--- config.mk ---
export PLATFORM = sky130hd
export DESIGN_NAME = smem_gap_seq
export DESIGN_NICKNAME = d
export VERILOG_FILES = /design/src/rtl/smem_seq_pkg.sv /design/src/rtl/smem_gap_rule.sv /design/src/rtl/smem_phase_cnt.sv /design/src/rtl/smem_hist.sv /design/src/rtl/smem_gap_seq.sv
export SDC_FILE = /design/constraint.sdc
export NUM_CORES = 1
export LEC_CHECK = 0
export BUFFER_PORTS_ARGS = -buffer_cell sky130_fd_sc_hd__buf_2
export CAP_MARGIN = 20
export CORE_ASPECT_RATIO = 0.9
export CORE_UTILIZATION = 30
export DETAILED_ROUTE_END_ITERATION = 10
export PLACE_DENSITY = 0.57
export SETUP_SLACK_MARGIN = 0.3
export SLEW_MARGIN = 5
export SYNTH_ARGS = -nofsm -noshare
export SYNTH_HDL_FRONTEND = slang
export SYNTH_SLANG_ARGS = --single-unit
--- constraint.sdc ---
create_clock -name clk -period 3.6 [get_ports clk]
set_input_delay 0.18 -clock clk [delete_from_list [all_inputs] [get_ports clk]]
set_output_delay 0.18 -clock clk [all_outputs]
set_load 0.1 [all_outputs]
--- src/rtl/smem_seq_pkg.sv ---
package smem_seq_pkg;

  localparam int TURN_W     = 4;
  localparam int DLEN_W     = 8;
  localparam int CNT_W      = DLEN_W + 1;
  localparam int BANK_IDX_W = 4;

  typedef struct packed {
    logic                  wr;
    logic                  sync;
    logic                  mux;
    logic [BANK_IDX_W-1:0] bank;
  } acc_t;

  typedef enum logic [1:0] {
    ST_IDLE = 2'd0,
    ST_TURN = 2'd1,
    ST_DATA = 2'd2
  } seq_st_e;

  // Idle cycles to insert between previous access p and next access n.
  function automatic logic [TURN_W-1:0] gap_pick(
    input logic              pv,
    input acc_t              p,
    input acc_t              n,
    input logic [TURN_W-1:0] prog
  );
    logic same;
    same = (p.bank == n.bank);
    if (!pv) return '0;
    if (p.sync) begin
      if (p.wr) return (!n.sync || (n.wr && same)) ? TURN_W'(2) : TURN_W'(3);
      return same ? '0 : TURN_W'(3);
    end
    if (p.mux || n.mux) return prog;
    if (!p.wr) return TURN_W'(1);
    if (n.wr && !n.sync && same) return '0;
    return prog;
  endfunction

  // Data-phase length in cycles.
  function automatic logic [CNT_W-1:0] data_cycles(
    input logic              sync,
    input logic [DLEN_W-1:0] field,
    input logic [CNT_W-1:0]  sync_cyc
  );
    if (sync) return sync_cyc;
    if (field == '0) return CNT_W'(2);
    return CNT_W'(field) + CNT_W'(1);
  endfunction

endpackage

--- src/rtl/smem_gap_rule.sv ---
module smem_gap_rule
  import smem_seq_pkg::*;
(
  input  logic              prev_valid,
  input  acc_t              prev_acc,
  input  acc_t              next_acc,
  input  logic [TURN_W-1:0] prog_turn,
  output logic [TURN_W-1:0] gap,
  output logic              gap_is_prog
);

  always_comb begin
    gap         = gap_pick(prev_valid, prev_acc, next_acc, prog_turn);
    gap_is_prog = prev_valid && !prev_acc.sync &&
                  (prev_acc.mux || next_acc.mux ||
                   (prev_acc.wr && !(next_acc.wr && !next_acc.sync &&
                                     prev_acc.bank == next_acc.bank)));
  end

endmodule

--- src/rtl/smem_phase_cnt.sv ---
module smem_phase_cnt #(
  parameter int W = 9
) (
  input  logic         clk,
  input  logic         rst_n,
  input  logic         load,
  input  logic [W-1:0] load_val,
  input  logic         dec,
  output logic [W-1:0] cnt,
  output logic         zero
);

  always_ff @(posedge clk or negedge rst_n) begin
    if (!rst_n)     cnt <= '0;
    else if (load)  cnt <= load_val;
    else if (dec)   cnt <= cnt - W'(1);
  end

  assign zero = (cnt == '0);


  cnt_step_chk: assert property (@(posedge clk) disable iff (!rst_n)
    (dec && !load && !zero) |=> (cnt == $past(cnt) - W'(1)));

endmodule

--- src/rtl/smem_hist.sv ---
module smem_hist
  import smem_seq_pkg::*;
(
  input  logic clk,
  input  logic rst_n,
  input  logic commit,
  input  acc_t cur_acc,
  output acc_t prev_acc,
  output logic prev_valid
);

  always_ff @(posedge clk or negedge rst_n) begin
    if (!rst_n) begin
      prev_acc   <= '0;
      prev_valid <= 1'b0;
    end else if (commit) begin
      prev_acc   <= cur_acc;
      prev_valid <= 1'b1;
    end
  end


  hist_sticky_chk: assert property (@(posedge clk) disable iff (!rst_n)
    !$fell(prev_valid));

endmodule

--- src/rtl/smem_gap_seq.sv ---
module smem_gap_seq
  import smem_seq_pkg::*;
#(
  parameter int NUM_BANKS     = 4,
  parameter int SYNC_DATA_CYC = 1,
  localparam int BANK_W       = (NUM_BANKS > 1) ? $clog2(NUM_BANKS) : 1
) (
  input  logic                        clk,
  input  logic                        rst_n,
  input  logic                        req_valid,
  input  logic [BANK_W-1:0]           req_bank,
  input  logic                        req_write,
  input  logic                        req_sync,
  input  logic                        req_mux,
  input  logic [NUM_BANKS*DLEN_W-1:0] cfg_dlen,
  input  logic [NUM_BANKS*TURN_W-1:0] cfg_turn,
  output logic                        req_ready,
  output logic [NUM_BANKS-1:0]        mem_cs,
  output logic                        turn_phase,
  output logic                        data_phase,
  output logic                        done
);

  seq_st_e           st;
  acc_t              cur_q, nxt_acc, prev_acc;
  logic              prev_valid;
  logic [CNT_W-1:0]  dlen_q, dlen_new, cnt, cnt_ld_val;
  logic              cnt_zero, cnt_ld, cnt_dec;
  logic [TURN_W-1:0] prog_turn, gap;
  logic [DLEN_W-1:0] req_field;
  logic              gap_is_prog;
  logic              accept;

  assign req_ready = (st == ST_IDLE);
  assign accept    = req_valid && req_ready;

  always_comb begin
    nxt_acc      = '0;
    nxt_acc.wr   = req_write;
    nxt_acc.sync = req_sync;
    nxt_acc.mux  = req_mux;
    nxt_acc.bank = BANK_IDX_W'(req_bank);
  end

  // Per-bank field selection.
  always_comb begin
    prog_turn = '0;
    req_field = '0;
    for (int b = 0; b < NUM_BANKS; b++) begin
      if (prev_acc.bank == BANK_IDX_W'(b)) prog_turn = cfg_turn[b*TURN_W +: TURN_W];
      if (nxt_acc.bank == BANK_IDX_W'(b))  req_field = cfg_dlen[b*DLEN_W +: DLEN_W];
    end
    dlen_new = data_cycles(req_sync, req_field, CNT_W'(SYNC_DATA_CYC));
  end

  smem_gap_rule u_rule (
    .prev_valid  (prev_valid),
    .prev_acc    (prev_acc),
    .next_acc    (nxt_acc),
    .prog_turn   (prog_turn),
    .gap         (gap),
    .gap_is_prog (gap_is_prog)
  );

  smem_hist u_hist (
    .clk        (clk),
    .rst_n      (rst_n),
    .commit     (done),
    .cur_acc    (cur_q),
    .prev_acc   (prev_acc),
    .prev_valid (prev_valid)
  );

  always_comb begin
    cnt_ld     = accept || (st == ST_TURN && cnt_zero);
    if (accept)
      cnt_ld_val = (gap != '0) ? CNT_W'(gap) - CNT_W'(1) : dlen_new - CNT_W'(1);
    else
      cnt_ld_val = dlen_q - CNT_W'(1);
    cnt_dec    = (st != ST_IDLE) && !cnt_zero;
  end

  smem_phase_cnt #(.W(CNT_W)) u_cnt (
    .clk      (clk),
    .rst_n    (rst_n),
    .load     (cnt_ld),
    .load_val (cnt_ld_val),
    .dec      (cnt_dec),
    .cnt      (cnt),
    .zero     (cnt_zero)
  );

  always_ff @(posedge clk or negedge rst_n) begin
    if (!rst_n) begin
      st     <= ST_IDLE;
      cur_q  <= '0;
      dlen_q <= '0;
    end else begin
      unique case (st)
        ST_IDLE: if (accept) begin
          cur_q  <= nxt_acc;
          dlen_q <= dlen_new;
          st     <= (gap != '0) ? ST_TURN : ST_DATA;
        end
        ST_TURN: if (cnt_zero) st <= ST_DATA;
        ST_DATA: if (cnt_zero) st <= ST_IDLE;
        default: st <= ST_IDLE;
      endcase
    end
  end

  assign turn_phase = (st == ST_TURN);
  assign data_phase = (st == ST_DATA);
  assign done       = data_phase && cnt_zero;

  for (genvar b = 0; b < NUM_BANKS; b++) begin : g_cs
    assign mem_cs[b] = data_phase && (cur_q.bank == BANK_IDX_W'(b));
  end


  cs_quiet_chk: assert property (@(posedge clk) disable iff (!rst_n)
    (turn_phase || req_ready) |-> (mem_cs == '0));

  cs_onehot_chk: assert property (@(posedge clk) disable iff (!rst_n)
    $onehot0(mem_cs));

  ready_idle_chk: assert property (@(posedge clk) disable iff (!rst_n)
    req_ready |-> (!turn_phase && !data_phase));

  done_pulse_chk: assert property (@(posedge clk) disable iff (!rst_n)
    done |=> !done);

  first_nogap_chk: assert property (@(posedge clk) disable iff (!rst_n)
    (accept && !prev_valid) |=> data_phase);

  aread_one_chk: assert property (@(posedge clk) disable iff (!rst_n)
    (accept && prev_valid && !prev_acc.sync && !prev_acc.wr && !prev_acc.mux && !req_mux)
      |-> (gap == TURN_W'(1)));

  swrite_gap_chk: assert property (@(posedge clk) disable iff (!rst_n)
    (accept && prev_valid && prev_acc.sync && prev_acc.wr)
      |-> (gap == TURN_W'(2) || gap == TURN_W'(3)));

  prog_gap_chk: assert property (@(posedge clk) disable iff (!rst_n)
    (accept && gap_is_prog) |-> (gap == prog_turn));

endmodule

==> run_results.csv <==
group,metric,value,unit
grt,grt_max_degree,32,
sta,tns,0,ps
drt,drc,0,
worst_hold_path,hold_path_end,"cur_q[6]$_DFFE_PN0P_",
floorplan,die_y,90.3,µm
sta,worst_pin_slew,854,ps
grt,grt_use_total,16.0,%
worst_setup_path,critPathKind,"reg -> out",
drt,firstDrtPassIters,5,
worst_setup_path,ff2ff_setup_slack,760,ps
worst_setup_path,crit_fanout,8,
place,place_congestion,0.870,
drt,antenna_left,0,
layout,diodes,0,
logic_synthesis,syn-num-nets,350,
floorplan,fp-row-count,31,
layout,area_growth_syn_to_layout,20.6,%
clocking,clkSinkCount,31,
logic_synthesis,synth.cell_area,2600,µm²
drt,drt-vias-per-instance,5.12,
layout,fillCellCount,894,
clocking,cts_buffers,5,
logic_synthesis,synth_edf_count,0,
power_and_ir_drop,swShare,49.7,%
logic_synthesis,synth.distinct_cells,59,
logic_synthesis,ys_seq_area_share,29.9,%
clocking,cts.clk_slew.worst_paths,70,ps
logic_synthesis,synth_area_leaders,"dfrtp_1 30%, nand2_1 6.4%, mux4_2 6.1%",
drt,wl_per_cell,14.6,µm
logic_synthesis,synthCells,288,
sta,hold_viol,0,
clocking,htree_levels,2,
worst_hold_path,hold_start,"req_write",
worst_setup_path,rr_startpoint,"u_hist.prev_acc[0]$_DFFE_PN0P_",
worst_setup_path,critPathCaptureType,"output pin",
logic_synthesis,synth_top_area_share,29.9,%
layout,nets,411,
floorplan,io_pins,64,
logic_synthesis,ys.flop_type,"dfrtp_1",
power_and_ir_drop,combPwrFrac,57.7,%
power_and_ir_drop,ir_worst_vdd,0.558,mV
floorplan,initial_core_util,31.6,%
sta,setup_violations,0,
drt,via_count,2380,
status,status,"completed",
grt,gr-total-overflow,0,
power_and_ir_drop,seq_power_share,29.1,%
layout,layout_commonest_cell,"buf_2",
power_and_ir_drop,intPower,0.00121,W
power_and_ir_drop,p_sw,0.00120,W
sta,fin_crit_sh,79.8,%
clocking,clock_latency,290,ps
worst_setup_path,cp-start-kind,"register",
worst_setup_path,ff2ff_path_depth,8,
worst_hold_path,holdPathStages,3,
worst_setup_path,cp_data_arrival_time,2690,ps
layout,instances_no_fill,465,
floorplan,die_w,100,µm
power_and_ir_drop,leakage,1.39,nW
sta,layout_min_cycle_time,2870,ps
worst_setup_path,r2r_end,"u_cnt.cnt[7]$_DFFE_PN0P_",
clocking,clockBufferDepth,2,
logic_synthesis,ys_ff_latch,31,
grt,grt_pass1_vias,2370,
sta,rsz0062_at_grt,"no",
power_and_ir_drop,p_per_area,767,nW/µm²
floorplan,dieArea,9040,µm²
grt,antenna_found_initial,0,
grt,grt_pass1_wl,11400,µm
logic_synthesis,yosys_warnings,0,
sta,max_freq,0.348,GHz
place,port_buffers,63,
sta,fin_skew,9.60,ps
place,dp.final_hpwl,5400,µm
layout,drive_gt1_share,28.3,%
clocking,root_buffer,"clkbuf_8",
floorplan,core-area,8220,µm²
place,placed_cells,456,
logic_synthesis,synth_async_sr_flop_share,100,%
drt,routed_wl,6770,µm
logic_synthesis,synth_area_per_cell,9.02,µm²
power_and_ir_drop,clock_power_share,13.2,%
sta,relSlewSlack,42.4,%
run,drv_cap,0,
logic_synthesis,yosysTopAreaCell,"dfrtp_1",
drt,initialDrtViolationCount,122,
clocking,cts_tree,"done",
sta,final-max-slew-violation-count,0,
worst_hold_path,worst_hold_path_type,"in -> reg",
worst_setup_path,required,3420,ps
layout,mostFrequentLayoutCells,"63 x buf_2, 44 x nand2_1, 31 x dfrtp_1, 23 x nor2_1, 16 x inv_1",
==> logic make-up (layout without fill, tap and decap cells) <==
group | Yosys count | count (layout) | synth area share [%]
AO/OA/AOI/OAI | 62 | 62 | 17.4
XOR/XNOR | 24 | 24 | 8.09
flip-flops | 31 | 31 | 29.9
multiplexers | 17 | 17 | 13.2
buffers and inverters | 28 | 90 | 4.67
adder cells (fa/ha/maj) | 6 | 6 | 2.89
AND/OR/NAND/NOR | 120 | 120 | 23.8
==> worst max path at each step <==
| stage | startpoint | to | slack, ps | cells after the start |
|---|---|---|---|---|
| 2_1_floorplan | st[0]$_DFFE_PN0P_ | mem_cs[1] | 640 | 4 |
| 3_3_place_gp | req_bank[0] | u_cnt.cnt[2]$_DFFE_PN0P_ | 530 | 11 |
| 3_5_place_dp | req_bank[0] | u_cnt.cnt[2]$_DFFE_PN0P_ | 470 | 11 |
| 4_1_cts | u_cnt.cnt[0]$_DFFE_PN0P_ | done | 730 | 8 |
| 5_1_grt | u_hist.prev_acc[0]$_DFFE_PN0P_ | u_cnt.cnt[6]$_DFFE_PN0P_ | 480 | 8 |
| 6_report | u_cnt.cnt[0]$_DFFE_PN0P_ | done | 730 | 8 |
==> layout make-up <==
type,count,area [µm²],area share [%]
Multi-Input combinational cell,229,1710,54.6
Clock inverter,1,7.51,0.240
Tap cell,115,144,4.59
Inverter,16,60.1,1.92
Sequential cell,31,776,24.8
Timing Repair Buffer,66,340,10.9
Clock buffer,7,96.3,3.08
==> critical path, cell delays in order, from the launching register on <==
cell,delay [ps]
dfrtp_1,410
inv_1,70
ha_1,170
or3b_2,520
nor4_2,220
buf_4,190
nand2_1,180
inv_1,180
buf_2,450
==> Yosys cell counts, types with 7 or more instances <==
library cell / n
nand3_1: 8
o21ai_0: 15
inv_1: 16
xor2_1: 10
nand2_1: 44
mux4_2: 7
clkbuf_1: 9
xnor2_1: 14
nor2_1: 24
dfrtp_1: 31
==> state kept, by name (all words and copies together) (netlist names) <==
name	cells
dlen_q	9
u_cnt.cnt	9
cur_q	5
u_hist.prev_acc	5
st	2
u_hist.prev_valid	1
==> metrics by stage <==
step	cell area [µm²]	hold WS [ps]	total power (W)	setup WS, ps	util, %
after global routing	3130	157	0.00260	478	38.1
final	3130	137	0.00240	729	38.1
after detailed placement	3020	292	0.00209	468	36.7
after floorplan	2610	-116	0.00179	640	-
after global placement	3020	292	0.00207	529	36.7
after CTS	3130	135	0.00242	727	38.1
==> power groups by stage <==
stage / logic, W / registers [W] / clock network (W)
2_1_floorplan: 0.00116 / 0.000623 / 0
3_5_place_dp: 0.00139 / 0.000708 / 0
5_1_grt: 0.00154 / 0.000724 / 0.000340
6_report: 0.00139 / 0.000699 / 0.000317
3_3_place_gp: 0.00137 / 0.000700 / 0
4_1_cts: 0.00140 / 0.000700 / 0.000325
==> per-layer routing <==
| layer | up-vias | global-route usage (%) | routed length, µm |
|---|---|---|---|
| li1 | 1191 | - | - |
| met1 | 1100 | 23.2 | 3490 |
| met2 | 81 | 24.6 | 2870 |
| met3 | 8 | 2.40 | 336 |
| met4 | 0 | 4.95 | 79 |
| met5 | - | 0 | 0 |
==> repair_timing <==
item / in CTS / in global routing
setup buffers: 0 / 0
hold buffers: 1 / 0
gates resized for setup: 0 / 0
endpoints found under the hold margin: 31 / 0
Power figures use the tool's default switching activity.
